--- config.mk ---
export PLATFORM = sky130hd
export DESIGN_NAME = subtone_host_port
export DESIGN_NICKNAME = d
export VERILOG_FILES = /design/src/rtl/shp_pkg.sv /design/src/rtl/shp_sync.sv /design/src/rtl/shp_deser.sv /design/src/rtl/shp_regfile.sv /design/src/rtl/subtone_host_port.sv
export SDC_FILE = /design/constraint.sdc
export NUM_CORES = 1
export LEC_CHECK = 0
export ABC_AREA = 1
export CORE_MARGIN = 4
export CORE_UTILIZATION = 45
export CTS_CLUSTER_SIZE = 25
export DETAILED_ROUTE_END_ITERATION = 6
export DONT_BUFFER_PORTS = 1
export PLACE_DENSITY = 0.61
export SKIP_LAST_GASP = 1
export SLEW_MARGIN = 20
export SYNTH_ARGS = -nofsm -noshare
export SYNTH_HDL_FRONTEND = slang
export SYNTH_SLANG_ARGS = --single-unit
--- constraint.sdc ---
create_clock -name clk -period 8.1 [get_ports clk]
set_input_delay 1.62 -clock clk [delete_from_list [all_inputs] [get_ports clk]]
set_output_delay 1.62 -clock clk [all_outputs]
set_load 0.02 [all_outputs]
--- src/rtl/shp_pkg.sv ---
package shp_pkg;
  localparam int BYTE_W  = 8;
  localparam int SLOT_AW = 3;
  localparam int FREQ_W  = 12;
  localparam int WORD_W  = 2 * BYTE_W;

  localparam logic [BYTE_W-1:0] CMD_RST    = 8'h01;
  localparam logic [BYTE_W-1:0] CMD_SUBCTL = 8'h80;
  localparam logic [BYTE_W-1:0] CMD_STAT   = 8'h81;
  localparam logic [BYTE_W-1:0] CMD_AUDCTL = 8'h82;
  localparam logic [BYTE_W-1:0] CMD_TXW    = 8'h83;
  localparam logic [BYTE_W-1:0] CMD_SLOT   = 8'h84;
  localparam logic [BYTE_W-1:0] CMD_CLONE  = 8'h9C;

  // Bytes that follow the command byte (a reply byte counts as one).
  function automatic logic [1:0] cmd_len(input logic [BYTE_W-1:0] c);
    case (c)
      CMD_RST:                                       cmd_len = 2'd0;
      CMD_SUBCTL, CMD_AUDCTL, CMD_CLONE, CMD_STAT:   cmd_len = 2'd1;
      CMD_TXW, CMD_SLOT:                             cmd_len = 2'd2;
      default:                                       cmd_len = 2'd0;
    endcase
  endfunction

  function automatic logic cmd_known(input logic [BYTE_W-1:0] c);
    case (c)
      CMD_RST, CMD_SUBCTL, CMD_STAT, CMD_AUDCTL,
      CMD_TXW, CMD_SLOT, CMD_CLONE: cmd_known = 1'b1;
      default:                      cmd_known = 1'b0;
    endcase
  endfunction

  function automatic logic [SLOT_AW-1:0] slot_of(input logic [BYTE_W-1:0] b1);
    slot_of = b1[BYTE_W-2 -: SLOT_AW];
  endfunction

  function automatic logic [FREQ_W-1:0] freq_of(input logic [BYTE_W-1:0] b1,
                                               input logic [BYTE_W-1:0] b2);
    freq_of = {b1[FREQ_W-BYTE_W-1:0], b2};
  endfunction
endpackage

--- src/rtl/shp_sync.sv ---
module shp_sync #(
  parameter int STAGES = 2   // must be 2 or more
) (
  input  logic clk,
  input  logic rst_n,
  input  logic sclk_i,
  input  logic sdi_i,
  input  logic csn_i,
  output logic sclk_rise_o,
  output logic sdi_o,
  output logic csn_o,
  output logic cs_rise_o
);
  localparam int TOP = STAGES - 1;

  logic [STAGES-1:0] sclk_p, sdi_p, csn_p;
  logic              sclk_d, csn_d;

  always_ff @(posedge clk or negedge rst_n) begin
    if (!rst_n) begin
      sclk_p <= '0;
      sdi_p  <= '0;
      csn_p  <= '1;
      sclk_d <= 1'b0;
      csn_d  <= 1'b1;
    end else begin
      sclk_p <= {sclk_p[STAGES-2:0], sclk_i};
      sdi_p  <= {sdi_p[STAGES-2:0], sdi_i};
      csn_p  <= {csn_p[STAGES-2:0], csn_i};
      sclk_d <= sclk_p[TOP];
      csn_d  <= csn_p[TOP];
    end
  end

  assign sclk_rise_o = sclk_p[TOP] & ~sclk_d;
  assign sdi_o       = sdi_p[TOP];
  assign csn_o       = csn_p[TOP];
  assign cs_rise_o   = csn_p[TOP] & ~csn_d;

  AST_CS_RISE_NEEDS_HIGH: assert property (@(posedge clk) disable iff (!rst_n)
    cs_rise_o |=> csn_d);
endmodule

--- src/rtl/shp_deser.sv ---
module shp_deser
  import shp_pkg::*;
#(
  parameter int STAT_W = 4
) (
  input  logic              clk,
  input  logic              rst_n,
  input  logic              sclk_rise_i,
  input  logic              sdi_i,
  input  logic              csn_i,
  input  logic              cs_rise_i,
  input  logic [STAT_W-1:0] stat_i,
  output logic              commit_o,
  output logic [BYTE_W-1:0] cmd_o,
  output logic [BYTE_W-1:0] d0_o,
  output logic [BYTE_W-1:0] d1_o,
  output logic              sdo_d_o,
  output logic              sdo_oe_o
);
  localparam int BIT_CW = $clog2(BYTE_W);
  localparam int REP_CW = $clog2(BYTE_W + 1);
  localparam logic [BIT_CW-1:0] LAST_BIT = BIT_CW'(BYTE_W - 1);

  logic [BYTE_W-1:0] sh_q, cmd_q, d0_q, d1_q, rep_q;
  logic [BIT_CW-1:0] bit_cnt;
  logic [1:0]        byte_cnt;
  logic [REP_CW-1:0] rep_left;
  logic              oe_q;

  logic [BYTE_W-1:0] byte_w;
  logic              byte_done;
  logic              whole;

  assign byte_w    = {sh_q[BYTE_W-2:0], sdi_i};
  assign byte_done = sclk_rise_i & ~csn_i & (bit_cnt == LAST_BIT);
  assign whole     = (bit_cnt == '0) &&
                     ({1'b0, byte_cnt} >= ({1'b0, cmd_len(cmd_q)} + 3'd1));

  always_ff @(posedge clk or negedge rst_n) begin
    if (!rst_n) begin
      sh_q     <= '0;
      cmd_q    <= '0;
      d0_q     <= '0;
      d1_q     <= '0;
      rep_q    <= '0;
      bit_cnt  <= '0;
      byte_cnt <= '0;
      rep_left <= '0;
      oe_q     <= 1'b0;
    end else if (csn_i) begin
      bit_cnt  <= '0;
      byte_cnt <= '0;
      rep_left <= '0;
      oe_q     <= 1'b0;
    end else if (sclk_rise_i) begin
      sh_q    <= byte_w;
      bit_cnt <= bit_cnt + 1'b1;
      if (oe_q) begin
        rep_q    <= {rep_q[BYTE_W-2:0], 1'b0};
        rep_left <= rep_left - 1'b1;
        if (rep_left == REP_CW'(1)) oe_q <= 1'b0;
      end
      if (byte_done) begin
        case (byte_cnt)
          2'd0:    cmd_q <= byte_w;
          2'd1:    d0_q  <= byte_w;
          2'd2:    d1_q  <= byte_w;
          default: ;
        endcase
        if (byte_cnt != 2'd3) byte_cnt <= byte_cnt + 2'd1;
        if (byte_cnt == 2'd0 && byte_w == CMD_STAT) begin
          rep_q    <= {{(BYTE_W-STAT_W){1'b0}}, stat_i};
          rep_left <= REP_CW'(BYTE_W);
          oe_q     <= 1'b1;
        end
      end
    end
  end

  assign commit_o = cs_rise_i & whole & cmd_known(cmd_q);
  assign cmd_o    = cmd_q;
  assign d0_o     = d0_q;
  assign d1_o     = d1_q;
  assign sdo_d_o  = rep_q[BYTE_W-1];
  assign sdo_oe_o = oe_q;

  AST_OE_INSIDE_SELECT: assert property (@(posedge clk) disable iff (!rst_n)
    sdo_oe_o |-> !$past(csn_i));
  AST_OE_DROPS_AT_DESELECT: assert property (@(posedge clk) disable iff (!rst_n)
    $rose(csn_i) |=> !sdo_oe_o);
  AST_REPLY_LEN_BOUND: assert property (@(posedge clk) disable iff (!rst_n)
    rep_left <= REP_CW'(BYTE_W));
  AST_OE_ONLY_STATUS: assert property (@(posedge clk) disable iff (!rst_n)
    sdo_oe_o |-> (cmd_q == CMD_STAT));
  AST_COMMIT_ENDS_TXN: assert property (@(posedge clk) disable iff (!rst_n)
    commit_o |=> (byte_cnt == 2'd0 && !sdo_oe_o));
endmodule

--- src/rtl/shp_regfile.sv ---
module shp_regfile
  import shp_pkg::*;
(
  input  logic               clk,
  input  logic               rst_n,
  input  logic               commit_i,
  input  logic [BYTE_W-1:0]  cmd_i,
  input  logic [BYTE_W-1:0]  d0_i,
  input  logic [BYTE_W-1:0]  d1_i,
  output logic [BYTE_W-1:0]  sub_ctl_o,
  output logic [BYTE_W-1:0]  aud_ctl_o,
  output logic [WORD_W-1:0]  tx_word_o,
  output logic               clone_en_o,
  output logic               slot_wr_o,
  output logic [SLOT_AW-1:0] slot_addr_o,
  output logic [FREQ_W-1:0]  slot_freq_o,
  output logic               stat_rd_o,
  output logic               gen_rst_o
);
  always_ff @(posedge clk or negedge rst_n) begin
    if (!rst_n) begin
      sub_ctl_o   <= '0;
      aud_ctl_o   <= '0;
      tx_word_o   <= '0;
      clone_en_o  <= 1'b0;
      slot_wr_o   <= 1'b0;
      slot_addr_o <= '0;
      slot_freq_o <= '0;
      stat_rd_o   <= 1'b0;
      gen_rst_o   <= 1'b0;
    end else begin
      slot_wr_o <= 1'b0;
      stat_rd_o <= 1'b0;
      gen_rst_o <= 1'b0;
      if (commit_i) begin
        case (cmd_i)
          CMD_RST: begin
            sub_ctl_o  <= '0;
            aud_ctl_o  <= '0;
            tx_word_o  <= '0;
            clone_en_o <= 1'b0;
            gen_rst_o  <= 1'b1;
          end
          CMD_SUBCTL: sub_ctl_o  <= d0_i;
          CMD_AUDCTL: aud_ctl_o  <= d0_i;
          CMD_TXW:    tx_word_o  <= {d0_i, d1_i};
          CMD_CLONE:  clone_en_o <= d0_i[0];
          CMD_STAT:   stat_rd_o  <= 1'b1;
          CMD_SLOT: begin
            slot_wr_o   <= 1'b1;
            slot_addr_o <= slot_of(d0_i);
            slot_freq_o <= freq_of(d0_i, d1_i);
          end
          default: ;
        endcase
      end
    end
  end

  AST_WRITE_AT_COMMIT_ONLY: assert property (@(posedge clk) disable iff (!rst_n)
    !commit_i |=> ($stable(sub_ctl_o) && $stable(aud_ctl_o) &&
                   $stable(tx_word_o) && $stable(clone_en_o)));
  AST_ONE_STROBE: assert property (@(posedge clk) disable iff (!rst_n)
    $onehot0({slot_wr_o, stat_rd_o, gen_rst_o}));
  AST_SLOT_SINGLE_CYCLE: assert property (@(posedge clk) disable iff (!rst_n)
    slot_wr_o |=> !slot_wr_o);
  AST_RST_CLEARS_ALL: assert property (@(posedge clk) disable iff (!rst_n)
    gen_rst_o |-> (sub_ctl_o == '0 && aud_ctl_o == '0 &&
                   tx_word_o == '0 && !clone_en_o));
  AST_STAT_RD_SINGLE_CYCLE: assert property (@(posedge clk) disable iff (!rst_n)
    stat_rd_o |=> !stat_rd_o);
endmodule

--- src/rtl/subtone_host_port.sv ---
module subtone_host_port
  import shp_pkg::*;
#(
  parameter int SYNC_STAGES = 2,
  parameter int STAT_W      = 4
) (
  input  logic               clk,
  input  logic               rst_n,
  input  logic               sclk_i,
  input  logic               sdi_i,
  input  logic               csn_i,
  output logic               sdo_d_o,
  output logic               sdo_oe_o,
  input  logic [STAT_W-1:0]  stat_i,
  output logic [BYTE_W-1:0]  sub_ctl_o,
  output logic [BYTE_W-1:0]  aud_ctl_o,
  output logic [WORD_W-1:0]  tx_word_o,
  output logic               clone_en_o,
  output logic               slot_wr_o,
  output logic [SLOT_AW-1:0] slot_addr_o,
  output logic [FREQ_W-1:0]  slot_freq_o,
  output logic               stat_rd_o,
  output logic               gen_rst_o
);
  logic              sclk_rise, sdi_s, csn_s, cs_rise;
  logic              commit;
  logic [BYTE_W-1:0] cmd_b, d0_b, d1_b;

  shp_sync #(.STAGES(SYNC_STAGES)) u_sync (
    .clk        (clk),
    .rst_n      (rst_n),
    .sclk_i     (sclk_i),
    .sdi_i      (sdi_i),
    .csn_i      (csn_i),
    .sclk_rise_o(sclk_rise),
    .sdi_o      (sdi_s),
    .csn_o      (csn_s),
    .cs_rise_o  (cs_rise)
  );

  shp_deser #(.STAT_W(STAT_W)) u_deser (
    .clk        (clk),
    .rst_n      (rst_n),
    .sclk_rise_i(sclk_rise),
    .sdi_i      (sdi_s),
    .csn_i      (csn_s),
    .cs_rise_i  (cs_rise),
    .stat_i     (stat_i),
    .commit_o   (commit),
    .cmd_o      (cmd_b),
    .d0_o       (d0_b),
    .d1_o       (d1_b),
    .sdo_d_o    (sdo_d_o),
    .sdo_oe_o   (sdo_oe_o)
  );

  shp_regfile u_regs (
    .clk        (clk),
    .rst_n      (rst_n),
    .commit_i   (commit),
    .cmd_i      (cmd_b),
    .d0_i       (d0_b),
    .d1_i       (d1_b),
    .sub_ctl_o  (sub_ctl_o),
    .aud_ctl_o  (aud_ctl_o),
    .tx_word_o  (tx_word_o),
    .clone_en_o (clone_en_o),
    .slot_wr_o  (slot_wr_o),
    .slot_addr_o(slot_addr_o),
    .slot_freq_o(slot_freq_o),
    .stat_rd_o  (stat_rd_o),
    .gen_rst_o  (gen_rst_o)
  );

  AST_NO_COMMIT_WHILE_SELECTED: assert property (@(posedge clk) disable iff (!rst_n)
    !csn_i |=> !(slot_wr_o && $past(csn_s) && !$past(commit)));
  AST_STROBE_FOLLOWS_COMMIT: assert property (@(posedge clk) disable iff (!rst_n)
    (slot_wr_o || stat_rd_o || gen_rst_o) |-> $past(commit));
endmodule

==> results summary <==
The run finished with clean final reports. Across the VDD grid, the largest voltage drop is 90.7 uV. In this run the remaining antenna-violating nets after routing total 0. The worst setup path is launched from a flop. The total power divided by cell area came out at 184 nW/um^2. Across the run, the number of max-cap violations was 0.

The worst hold path belongs to the class reg -> reg. The most critical setup path has its startpoint at u_deser.cmd_o[0]. Headroom to the max-slew limit came out at 58.3%. The post-route minimum period is 3.32 ns. For this run, the total global-route usage over all layers was measured as 17.1%. The number of DRC markers after the initial detailed-route iteration came out at 207. Setup repair after global routing left no endpoint under its margin. After detailed routing, the number of vias per cell comes to 5.19. The arrival time of the worst setup path came out at 3.58 ns. The average footprint of a synthesized cell came out at 8.98 um^2. On the critical path the largest part of the delay comes from simple AND/OR/NAND/NOR gates.

The floorplan step set the die height to 110 um. Derived from the worst setup path, the maximum achievable clock frequency is 301 MHz. The worst hold path depth came out at 0. The number of global-route vias before repair is 3358. The register-to-register setup slack came out at 4.78 ns. The leakage power came out at 2.57 nW. The initial core utilization is 46.0%.

The total negative slack came out at 0 ns. The share of the clock period used by the worst path after layout came out at 41.0%. The area growth from synthesis to layout is 5.27%.

The beginning of the worst hold path is u_sync.sdi_p[0]. The cell sitting at the root of the clock tree is a sky130_fd_sc_hd__clkbuf_8. Entering global routing, the biggest net connects 109 pins. By instance count, the leading cell after synthesis is sky130_fd_sc_hd__nand2_1. The DRC violations left is 0. The number of nets produced by synthesis came out at 548. Summed over all instances, the cell type with the most area after synthesis is sky130_fd_sc_hd__dfrtp_1. The number of antenna violations at the first check in global routing came out at 0. The final global-route overflow total is 0. The post-synthesis instance area came out at 4720 um^2. The final wirelength came out at 9910 um. The placer's final routability congestion estimate is 0.776.

The capturing element type of the critical path is a flop. The clock net in this run drives a total of 108 sinks. The number of buffers and inverters on the critical path is 3. The standard cell core area is 10300 um^2. The routed layout has 3409 vias. The clock arrives with 0.0134 ns of skew. Clock-pin slew was measured on the worst setup and hold paths at 0.10 ns.

The hold violation total from the final report came out at 0. TritonCTS built the clock tree. Of the post-synthesis cell area, the dominant cell type holds 55.6%. The number of enable flip-flop cells after synthesis came out at 0. The total inserted antenna cells came out at 0. Setup violations remaining at the end of the flow were counted as 0. The wire length of the first global-routing pass is 17200 um. The longest clock path from root to sink contains 2 buffers. The die footprint is 12200 um^2.

Counting every instance in the synthesized netlist gives 526. The worst reg-to-reg path cell count is 17. The number of input and output port buffers inserted is 0. The count of hold buffers inserted by post-cts repair came out at 0.

The number of I/O pins is 62. The net count of the finished layout is 538. The largest fanout on the critical path is 54. The startpoint identified for the worst register-to-register timing path is u_deser.cmd_o[0]. The netlist uses 31 different library cells.

For this design, the slowest cell found on the critical path is sky130_fd_sc_hd__buf_4. Walking the worst path, the cells encountered are inv_1, nand2_1, nor2_1, nand2_1, nand2_1, nor2_2, o21ai_1, inv_1, ha_1, or2_1, ha_1, o21ai_0, a21oi_4, buf_4, nand3_2, nand2_1, nand2_1. Among all flip-flop cells after synthesis, the most frequent one is sky130_fd_sc_hd__dfrtp_1. The biggest cell delay along the critical path came out at 0.44 ns. The CTS buffer count is 9. Yosys attributes the largest share of cell area to sky130_fd_sc_hd__dfrtp_1 (56%), sky130_fd_sc_hd__nand2_1 (14%), sky130_fd_sc_hd__nand4_1 (6.9%). The number of warnings issued by yosys is 0. STA puts the critical path data required time at 8.36 ns. The count of filler cells inserted in the layout is 1014. The width of the die is 110 um. The commonest cells after synthesis are sky130_fd_sc_hd__nand2_1 (171), sky130_fd_sc_hd__dfrtp_1 (105), sky130_fd_sc_hd__nand4_1 (52), sky130_fd_sc_hd__inv_1 (45), sky130_fd_sc_hd__o21ai_0 (44). In this run the critical register-to-register path is captured at u_regs.tx_word_o[2]. For hold timing, the worst endpoint is u_sync.sdi_p[1]. After clock tree synthesis, the setup repair step added 0 buffers.

The fraction of the yosys area taken by sequential cells came out at 57.3%. Clock latency on the worst-skew pair, taken at its later pin, is 0.38 ns. The cell row count is 37.

The share of synthesized flip-flops with an asynchronous set or reset came out at 100%. The HPWL reported at the end of detailed placement is 6920 um. The detailed-router iteration count before antenna repair is 4. The cell that appears most often on the critical path is sky130_fd_sc_hd__nand2_1. The routed wire length per instance is 15.1 um. The fraction of layout cells with a size suffix above 1 came out at 7.10%. The core utilization of the finished layout came out at 48.4%. The maximum level of the CTS H-tree is 3.

The count of pins over their slew limit came to 0. At the pin with the least slew margin, the transition time is 0.625 ns. By startpoint and endpoint, the worst setup path is classified as reg -> reg.

The number of synthesized register bits came out at 108. In this run, post-CTS repair resized a total of 0 instances.
==> power by group <==
group          total, mW  internal (mW)  switching [mW]
Sequential         0.565          0.554          0.0114
Clock              0.303          0.114           0.189
Combinational     0.0471         0.0128          0.0343
==> cells in the final DEF (no fill, tap or decap), types with 4 or more instances in the layout <==
cell / instances
sky130_fd_sc_hd__a21oi_1: 6
sky130_fd_sc_hd__inv_1: 45
sky130_fd_sc_hd__nand2_1: 171
sky130_fd_sc_hd__nand3_1: 19
sky130_fd_sc_hd__ha_1: 13
sky130_fd_sc_hd__nor2_2: 4
sky130_fd_sc_hd__nand2_2: 4
sky130_fd_sc_hd__nand4_1: 52
sky130_fd_sc_hd__dfrtp_1: 105
sky130_fd_sc_hd__nor2_1: 19
sky130_fd_sc_hd__o21ai_0: 44
sky130_fd_sc_hd__clkbuf_8: 9
==> layer usage <==
layer	routed length [um]	global-route usage (%)	vias to the layer above
li1	-	-	1697
met1	4930	24.9	1635
met2	4440	25.2	64
met3	421	3.95	13
met4	121	5.67	0
met5	0	0	-
==> layout make-up <==
class                           instances  area (um^2)  share of cell area, %
Timing Repair Buffer                    1         7.51                  0.151
Multi-Input combinational cell        348         1730                   34.9
Inverter                               48          180                   3.62
Sequential cell                       108         2710                   54.4
Clock buffer                            9          124                   2.49
Tap cell                              136          170                   3.42
Clock inverter                          7         50.0                   1.01
==> cells by family after synthesis <==
kind of cell	Yosys count	share of synthesized area, %
xor gates and xnor gates	1	0.185
buffers and inverters	70	6.04
adders and majority gates	13	3.44
AOI/OAI and AO/OA	57	6.54
and+or+nand+nor	277	26.5
DFF	108	57.3
==> sequential cells by signal, summed over array words and instances (netlist names), 2 cells and up <==
register            count
u_regs.tx_word_o       16
u_deser.rep_left        4
u_regs.aud_ctl_o        8
u_regs.slot_addr_o      3
u_deser.cmd_o           8
u_regs.sub_ctl_o        8
u_sync.sdi_p            2
u_sync.sclk_p           2
u_deser.rep_q           8
u_deser.bit_cnt         3
u_regs.slot_freq_o     12
u_deser.d0_o            8
u_deser.sh_q            7
u_sync.csn_p            2
u_deser.byte_cnt        2
u_deser.d1_o            8
==> how the worst max path moves through the flow <==
stage                                   endpoint  slack [ns]  cells past startpoint
final                        u_regs.tx_word_o[2]        4.78                     17
after global routing        u_regs.tx_word_o[15]        4.45                     17
after CTS                    u_regs.tx_word_o[6]        4.79                     17
after detailed placement     u_regs.tx_word_o[6]        4.81                     17
after global placement    u_regs.slot_freq_o[11]        4.88                     17
after floorplan              u_regs.sub_ctl_o[7]        5.52                     16
==> metrics by stage <==
| stage | cell area [um^2] | hold WS [ns] | std cells | setup WS, ns | power [mW] |
|---|---|---|---|---|---|
| finish | 4970 | 0.357 | 657 | 4.78 | 0.915 |
| global route | 4970 | 0.368 | 657 | 4.45 | 0.959 |
| CTS | 4970 | 0.360 | 657 | 4.79 | 0.926 |
| detailed placement | 4800 | 0.336 | 641 | 4.81 | 0.623 |
| global placement | 4800 | 0.333 | 641 | 4.88 | 0.621 |
| floorplan | 4720 | 0.331 | 526 | 5.52 | 0.607 |
(Power assumes the default switching activity.)
